===== src/rtl/cfg_spi_pkg.sv =====
// Package: shared types for the serial configuration slave.
// Assumes register 0 keeps its mode bits at the top of the byte.
package cfg_spi_pkg;
    // Offsets of the mode bits in register 0, counted down from its MSB
    localparam int BIDIR_FROM_MSB = 0;
    localparam int LSBF_FROM_MSB  = 1;

    // Decoded pin configuration taken from register 0
    typedef struct packed {
        logic bidir;
        logic lsb_first;
    } pin_cfg_t;
endpackage


===== src/rtl/cfg_spi_edge.sv =====
// Module: detects serial-clock rising edges and select rising edges.
// Assumes sclk and cs_n are already synchronous to clk and change slowly
// compared with it.
module cfg_spi_edge (
    input  logic clk,
    input  logic rst_n,
    input  logic sclk,
    input  logic cs_n,
    output logic sclk_rise,
    output logic cs_rise
);
    logic sclk_q;
    logic cs_q;

    // Delay both lines by one clock for edge detection
    always_ff @(posedge clk) begin
        if (!rst_n) begin
            sclk_q <= 1'b0;
            cs_q   <= 1'b1;
        end else begin
            sclk_q <= sclk;
            cs_q   <= cs_n;
        end
    end

    assign sclk_rise = sclk & ~sclk_q & ~cs_n;
    assign cs_rise   = cs_n & ~cs_q;
endmodule


===== src/rtl/cfg_spi_shift.sv =====
// Module: bit counter and input shift register for the two-byte frame.
// Produces one-clock strobes after the last instruction bit and the last
// data bit. A select rise off a byte boundary clears the counter.
// Assumes sclk_rise and cs_rise never occur in the same clock.
module cfg_spi_shift #(
    parameter int DATA_W = 8
) (
    input  logic              clk,
    input  logic              rst_n,
    input  logic              sclk_rise,
    input  logic              cs_rise,
    input  logic              sdi,
    input  logic              lsb_first,
    output logic [DATA_W-1:0] byte_q,
    output logic              instr_done,
    output logic              data_done,
    output logic              port_reset
);
    localparam int CNT_W = $clog2(2 * DATA_W);
    localparam logic [CNT_W-1:0] LAST_INSTR = CNT_W'(DATA_W - 1);
    localparam logic [CNT_W-1:0] LAST_DATA  = CNT_W'(2 * DATA_W - 1);
    localparam logic [CNT_W-1:0] MID_FRAME  = CNT_W'(DATA_W);

    logic [CNT_W-1:0]  cnt;
    logic [DATA_W-1:0] sh_next;
    logic              on_boundary;

    // Byte boundary: frame start or between instruction and data
    assign on_boundary = (cnt == '0) || (cnt == MID_FRAME);
    assign port_reset  = cs_rise & ~on_boundary;

    // Next shift value in the selected bit order
    always_comb begin
        if (lsb_first) sh_next = {sdi, byte_q[DATA_W-1:1]};
        else           sh_next = {byte_q[DATA_W-2:0], sdi};
    end

    // Count bits, shift data, and flag byte completions
    always_ff @(posedge clk) begin
        if (!rst_n) begin
            cnt        <= '0;
            byte_q     <= '0;
            instr_done <= 1'b0;
            data_done  <= 1'b0;
        end else begin
            instr_done <= 1'b0;
            data_done  <= 1'b0;
            if (port_reset) begin
                cnt <= '0;
            end else if (sclk_rise) begin
                byte_q     <= sh_next;
                instr_done <= (cnt == LAST_INSTR);
                data_done  <= (cnt == LAST_DATA);
                cnt        <= (cnt == LAST_DATA) ? '0 : cnt + 1'b1;
            end
        end
    end
endmodule


===== src/rtl/cfg_spi_ctrl.sv =====
// Module: transaction control, register 0 storage, register-file access
// and read-data serialiser with output enables.
// Assumes the instruction MSB is the read flag and the rest is the address.
module cfg_spi_ctrl
    import cfg_spi_pkg::*;
#(
    parameter int DATA_W = 8
) (
    input  logic              clk,
    input  logic              rst_n,
    input  logic              cs_n,
    input  logic              sclk_rise,
    input  logic              instr_done,
    input  logic              data_done,
    input  logic              port_reset,
    input  logic [DATA_W-1:0] byte_in,
    input  logic [DATA_W-1:0] rf_rdata,
    output pin_cfg_t          pin_cfg,
    output logic [DATA_W-2:0] rf_addr,
    output logic              rf_wr_en,
    output logic [DATA_W-1:0] rf_wdata,
    output logic              sdio_out,
    output logic              sdio_oe,
    output logic              sdo,
    output logic              sdo_oe
);
    localparam int ADDR_W   = DATA_W - 1;
    localparam int BIDIR_IX = DATA_W - 1 - BIDIR_FROM_MSB;
    localparam int LSBF_IX  = DATA_W - 1 - LSBF_FROM_MSB;

    logic [DATA_W-1:0] cfg_q;
    logic [ADDR_W-1:0] addr_q;
    logic              rd_q;
    logic              load_q;
    logic              rd_active;
    logic [DATA_W-1:0] tx_q;
    logic              out_bit;

    assign pin_cfg.bidir     = cfg_q[BIDIR_IX];
    assign pin_cfg.lsb_first = cfg_q[LSBF_IX];
    assign rf_addr           = addr_q;

    // Latch instruction, commit writes, keep register 0
    always_ff @(posedge clk) begin
        if (!rst_n) begin
            cfg_q    <= '0;
            addr_q   <= '0;
            rd_q     <= 1'b0;
            rf_wr_en <= 1'b0;
            rf_wdata <= '0;
        end else begin
            rf_wr_en <= 1'b0;
            if (instr_done) begin
                rd_q   <= byte_in[DATA_W-1];
                addr_q <= byte_in[ADDR_W-1:0];
            end
            if (data_done && !rd_q) begin
                if (addr_q == '0) begin
                    cfg_q <= byte_in;
                end else begin
                    rf_wr_en <= 1'b1;
                    rf_wdata <= byte_in;
                end
            end
        end
    end

    // Load and shift out read data; track the read data window
    always_ff @(posedge clk) begin
        if (!rst_n) begin
            load_q    <= 1'b0;
            rd_active <= 1'b0;
            tx_q      <= '0;
        end else if (port_reset || data_done) begin
            load_q    <= 1'b0;
            rd_active <= 1'b0;
        end else if (instr_done) begin
            load_q <= byte_in[DATA_W-1];
        end else if (load_q) begin
            load_q    <= 1'b0;
            rd_active <= 1'b1;
            tx_q      <= (addr_q == '0) ? cfg_q : rf_rdata;
        end else if (sclk_rise && rd_active) begin
            tx_q <= pin_cfg.lsb_first ? (tx_q >> 1) : (tx_q << 1);
        end
    end

    // Current output bit and per-mode enables
    assign out_bit  = pin_cfg.lsb_first ? tx_q[0] : tx_q[DATA_W-1];
    assign sdio_out = out_bit;
    assign sdo      = out_bit;
    assign sdio_oe  = ~cs_n & rd_active & pin_cfg.bidir;
    assign sdo_oe   = ~cs_n & rd_active & ~pin_cfg.bidir;
endmodule


===== src/rtl/cfg_spi_slave.sv =====
// Module: top of the byte-stallable serial configuration slave.
// Assumes sclk and cs_n are synchronous to clk, each level lasting
// at least three clocks.
module cfg_spi_slave
    import cfg_spi_pkg::*;
#(
    parameter int DATA_W = 8
) (
    input  logic              clk,
    input  logic              rst_n,
    input  logic              sclk,
    input  logic              cs_n,
    input  logic              sdio_in,
    output logic              sdio_out,
    output logic              sdio_oe,
    output logic              sdo,
    output logic              sdo_oe,
    output logic [DATA_W-2:0] rf_addr,
    output logic              rf_wr_en,
    output logic [DATA_W-1:0] rf_wdata,
    input  logic [DATA_W-1:0] rf_rdata
);
    logic              sclk_rise;
    logic              cs_rise;
    logic [DATA_W-1:0] byte_q;
    logic              instr_done;
    logic              data_done;
    logic              port_reset;
    pin_cfg_t          pin_cfg;

    cfg_spi_edge edge_i (
        .clk       (clk),
        .rst_n     (rst_n),
        .sclk      (sclk),
        .cs_n      (cs_n),
        .sclk_rise (sclk_rise),
        .cs_rise   (cs_rise)
    );

    cfg_spi_shift #(.DATA_W(DATA_W)) shift_i (
        .clk        (clk),
        .rst_n      (rst_n),
        .sclk_rise  (sclk_rise),
        .cs_rise    (cs_rise),
        .sdi        (sdio_in),
        .lsb_first  (pin_cfg.lsb_first),
        .byte_q     (byte_q),
        .instr_done (instr_done),
        .data_done  (data_done),
        .port_reset (port_reset)
    );

    cfg_spi_ctrl #(.DATA_W(DATA_W)) ctrl_i (
        .clk        (clk),
        .rst_n      (rst_n),
        .cs_n       (cs_n),
        .sclk_rise  (sclk_rise),
        .instr_done (instr_done),
        .data_done  (data_done),
        .port_reset (port_reset),
        .byte_in    (byte_q),
        .rf_rdata   (rf_rdata),
        .pin_cfg    (pin_cfg),
        .rf_addr    (rf_addr),
        .rf_wr_en   (rf_wr_en),
        .rf_wdata   (rf_wdata),
        .sdio_out   (sdio_out),
        .sdio_oe    (sdio_oe),
        .sdo        (sdo),
        .sdo_oe     (sdo_oe)
    );
endmodule


===== config.mk =====
export PLATFORM = sky130hd
export DESIGN_NAME = cfg_spi_slave
export DESIGN_NICKNAME = d
export VERILOG_FILES = /design/src/rtl/cfg_spi_pkg.sv /design/src/rtl/cfg_spi_edge.sv /design/src/rtl/cfg_spi_shift.sv /design/src/rtl/cfg_spi_ctrl.sv /design/src/rtl/cfg_spi_slave.sv
export SDC_FILE = /design/constraint.sdc
export NUM_CORES = 1
export LEC_CHECK = 0
export ABC_CLOCK_PERIOD_IN_PS = 2000
export BUFFER_PORTS_ARGS = -buffer_cell sky130_fd_sc_hd__clkbuf_2
export CAP_MARGIN = 20
export CORE_UTILIZATION = 56
export CTS_CLUSTER_SIZE = 14
export DETAILED_ROUTE_END_ITERATION = 10
export PLACE_DENSITY = 0.78
export SLEW_MARGIN = 20
export SYNTH_ARGS = -nofsm -noshare
export SYNTH_HDL_FRONTEND = slang
export SYNTH_SLANG_ARGS = --single-unit
export TNS_END_PERCENT = 1

===== constraint.sdc =====
create_clock -name clk -period 2 [get_ports clk]
set_clock_uncertainty 0.05 [all_clocks]
set_input_delay 0 -clock clk [delete_from_list [all_inputs] [get_ports clk]]
set_output_delay 0 -clock clk [all_outputs]
set_load 0.01 [all_outputs]

* After elaboration in Yosys (flattened, before gate mapping)
Index checks and enable logic that the tools add are counted.
** Cells by class
- $add $sub $neg :: 1
- Eq/ne operators :: 3
- Multiplexer cells :: 8
- Bitwise logic cells :: 18
- Reductions and logical operators :: 18
** Operators by type and width (number)
- 8-bit two-way mux :: 5
- 1-bit inverter :: 11
- 2-bit AND reduction :: 5
- 4-bit equality test (second input constant) :: 2
- 1-bit bitwise AND :: 7
- 7-bit logical NOT :: 1
- 3-bit OR reduction :: 2
- 4-bit by 1-bit adder with 4-bit output (second input constant) :: 1
- 4-bit by 3-bit equality test with 1-bit output (second input constant) :: 1
- 4-bit logical NOT :: 1
- 4-bit two-way mux :: 1
- 2-bit OR reduction :: 2
- 3-bit AND reduction :: 1
- 1-bit logical AND :: 2
- 1-bit logical OR :: 2
- 1-bit two-way mux :: 2
- 2-bit nonzero test :: 1
- 1-bit logical NOT :: 1
** Word-level totals
- Register bits after elaboration :: 51
- Input bits :: 13
- Output and inout port bits :: 20
- Logic and storage cells :: 62

* Logic depth before layout (Yosys ltp)
- Word-level depth :: 7
- Depth in mapped cells :: 6
- Mapped depth without buffers :: 6

* Cells and area by module
Synthesis repeated with hierarchy kept, for this count alone.
** Unflattened totals
- Cells, all modules :: 246
- Area total of the unflattened synthesis :: 2399.8 um2
** By module, submodules not included
- cfg_spi_ctrl :: instances 1, cells each 164, area an instance 1624.1 um2, sequential area each 700.7 um2
- cfg_spi_shift :: instances 1, cells each 76, area an instance 701.9 um2, sequential area each 280.3 um2
- cfg_spi_edge :: instances 1, cells each 6, area an instance 73.8 um2, sequential area each 40.0 um2

* Worst setup path before layout
No wires, ideal clock.
- Path type :: reg-to-reg
- Start :: reg ctrl_i.addr_q[3], in the netlist ctrl_i.rf_addr[3]
- End :: reg ctrl_i.cfg_q[6]
- Library setup time :: 0.116 ns
- Arrival :: 1.691 ns
- Required time :: 1.834 ns
- Setup slack :: 0.143 ns
- Cell stages (with the launch flop) :: 7
- Buffers on the path :: 2
- Period minus slack after synthesis :: 1.857 ns
- Cell sequence :: dfxtp_1 > or4_1 > buf_2 > or3_1 > buf_6 > mux2i_1 > nor2b_1
** Between the ends
- Longest elaborated chain between the ends :: 2
** RTL lines
- start: declaration :: line cfg_spi_ctrl.sv:32 : logic [ADDR_W-1:0] addr_q;
- start signal: assignment :: line cfg_spi_ctrl.sv:55 : addr_q <= byte_in[ADDR_W-1:0];
- 7-bit logical NOT :: line cfg_spi_ctrl.sv:58 : if (addr_q == '0) begin
- 2-bit AND reduction (no source line)
- end signal: assignment :: line cfg_spi_ctrl.sv:59 : cfg_q <= byte_in;
- end: declaration :: line cfg_spi_ctrl.sv:31 : logic [DATA_W-1:0] cfg_q;
Every way passes these cells.
A chain may end at the register's enable or synchronous reset.

* Worst setup path after layout
- Start :: reg ctrl_i.addr_q[3], in the netlist ctrl_i.rf_addr[3]
- End :: reg ctrl_i.tx_q[0]
** Between the ends
- Longest elaborated chain between the ends :: 3
** RTL lines
- 7-bit logical NOT :: line cfg_spi_ctrl.sv:82 : tx_q <= (addr_q == '0) ? cfg_q : rf_rdata;
- 8-bit two-way mux :: line cfg_spi_ctrl.sv:82
- 8-bit two-way mux :: line cfg_spi_ctrl.sv:79 : end else if (load_q) begin
- end signal: assignment :: line cfg_spi_ctrl.sv:82
- end signal: assignment :: line cfg_spi_ctrl.sv:84 : tx_q <= pin_cfg.lsb_first ? (tx_q >> 1) : (tx_q << 1);
- end: declaration :: line cfg_spi_ctrl.sv:36 : logic [DATA_W-1:0] tx_q;
Every way passes these cells.

==> qor.yml <==
status: "completed"
synth.avg_cell_area_um2: 9.74
gr-total-overflow: 0
worstPathArrival_ns: 1.95
postCtsSetupRepairBufs: 0
async_flop_share_pct: 0
vias: 1796
cts_tree: "built"
crit_fanout: 9
synth_area_um2: 2280
die_h_um: 65.8
cts-root-buf: "clkbuf_8"
fmax_mhz: 557
finalMaxSlewViolations: 0
path_clk_slew_ns: 0.09
fin_crit_ns: 1.80
detail-route-antenna-nets: 0
nets: 284
hold_class: "input pin to register"
final_cell_mix: "dfxtp_1, clkbuf_2, mux2i_1"
layout_commonest_cell: "dfxtp_1"
start_util_pct: 60.5
cp.required_ns: 2.15
dieArea_um2: 4330
critPathKind: "register to register"
startpoint_type: "register"
grt_usage_pct: 23.2
yosys_warnings: 0
numClockSinks: 51
insertion_delay_ns: 0.30
dr.pass1.iters: 4
finalPower_uw: 1690
critPathCaptureType: "register"
grt_pass1_wl_mm: 7.55
antenna_found_initial: 0
synth_top_area_share_pct: 44.8
synth_ff_type: "dfxtp_1"
synthesis.nets: 249
wire_per_inst_um: 14.1
yosysUniqueCellTypes: 36
peakVddDrop_mv: 0.497
io_pins: 33
synth_area_leaders: "dfxtp_1, mux2i_1, nor2b_1"
r2r_cells: 5
drtIter0Drc: 123
whs_path_depth: 4
setup_viol_count_final: 0
ys_seq_elements: 51
yosysTopAreaCell: "dfxtp_1"
finalWirelength_mm: 4.49
seq_area_frac_synth_pct: 44.8
rsz0062_at_grt: "false"
syn-instance-count: 234
antenna-diode-count: 0
hpwl_mm: 3.13
h-tree-depth: 2
ctsLongestPathBuffers: 2
stdcell_count: 318
hold_violations: 0
area_growth_pct: 14.8
drc: 0
dp_cells: 308
grt_pass1_vias: 1593
tightest_slew_ns: 0.624
power.density_nw_per_um2: 645
slew_headroom_pct: 58.3
coreArea_um2: 3770
p_leak_uw: 0.00114
min_period_over_period_pct: 89.8
drv_cap: 0
io_buffers: 32
rows: 22
synth_enable_flop_cells: 0
grt_max_degree: 38
die_w_um: 65.8
routabilityCongestion: 0.767
tns_ns: 0
numCtsBuffers: 5
vias_per_cell: 5.65
drive_above_1_share_pct: 19.6
==> logic make-up (layout without fill, tap and decap cells) <==
kind of cell | Yosys count | after routing | share of synthesized area (%)
and+or+nand+nor | 82 | 82 | 20.1
buffers and inverters | 20 | 56 | 3.90
adders and majority gates | 2 | 2 | 1.10
AOI/OAI and AO/OA | 46 | 46 | 15.6
DFF | 51 | 51 | 44.8
muxes | 32 | 32 | 14.1
xor gates and xnor gates | 1 | 1 | 0.384
==> Yosys cell counts, drive strengths merged, types with 2 or more instances <==
cell,number
a32o,8
ha,2
and2,6
clkbuf,10
a31oi,2
nand2,11
inv,5
a211o,6
buf,5
nor2b,27
nor3,3
nand2b,3
o21ai,10
a21oi,6
nor4,2
nand3,15
or3,2
nor3b,2
dfxtp,51
nor2,9
a21o,2
mux2i,31
o211a,8
==> worst max-delay path, stage by stage, from the launching register on <==
cell,delay (ns)
dfxtp_1,0.34
or4_1,0.54
buf_4,0.18
o21ai_0,0.22
nand3_1,0.12
a32o_1,0.25
==> through the flow <==
step	setup slack [ns]	utilization, %	hold WS, ns	area (um^2)
after floorplan	0.143	-	-0.000519	2280
after global placement	0.156	66.4	0.168	2500
after detailed placement	0.106	66.4	0.169	2500
after CTS	0.0919	69.0	0.0142	2600
after global routing	0.0772	69.4	0.0451	2620
final	0.204	69.4	0.0154	2620
==> state kept, by name, indices dropped and copies added (netlist names) <==
| name | flops |
|---|---|
| shift_i.cnt | 4 |
| ctrl_i.tx_q | 8 |
| shift_i.instr_done | 1 |
| shift_i.data_done | 1 |
| ctrl_i.rf_addr | 7 |
| ctrl_i.rd_active | 1 |
| ctrl_i.load_q | 1 |
| ctrl_i.cfg_q | 8 |
| edge_i.cs_q | 1 |
| shift_i.byte_q | 8 |
| edge_i.sclk_q | 1 |
| ctrl_i.rd_q | 1 |
| ctrl_i.rf_wr_en | 1 |
| ctrl_i.rf_wdata | 8 |
==> path summary, 6_finish.rpt <==
| kind | from | slack, ns | end |
|---|---|---|---|
| setup / recovery | ctrl_i.rf_addr[3] | 0.20 | ctrl_i.tx_q[0] |
| hold reg to reg | ctrl_i.rd_q | 0.42 | ctrl_i.rd_q |
| hold / removal | sdio_in | 0.02 | shift_i.byte_q[0] |
| setup reg to reg | ctrl_i.rf_addr[3] | 0.20 | ctrl_i.tx_q[0] |
==> per-layer routing <==
layer	vias up	routed length (um)	GRT usage (%)	share of wire, %
li1	903	-	-	-
met1	864	2210	31.0	49
met2	27	2120	36.5	47
met3	2	135	5.86	3.0
met4	0	25	7.07	0.56
met5	-	0	0	0
==> report_power, final <==
| group | total (uW) | leakage [uW] | switching (uW) | internal [uW] |
|---|---|---|---|---|
| sequential | 1050 | 0.000413 | 21.3 | 1030 |
| combinational | 81.3 | 0.000684 | 39.3 | 42.0 |
| clock | 558 | 0.0000422 | 312 | 246 |
==> timing repair <==
action	in CTS	in global routing
endpoints found under the hold margin	2	0
gates resized for setup	0	2
endpoints found under the setup margin	0	2
hold buffers	2	0
==> layout make-up <==
cell class              count  area (um^2)
clock buffers               7         76.3
clock inverters             1         5.00
fillers                   315         1150
inverters                   5         18.8
multi-input cells         163         1190
flip-flops and latches     51         1020
well taps                  48         60.1
repair buffers             43          248
Power figures use the tool's default switching activity.
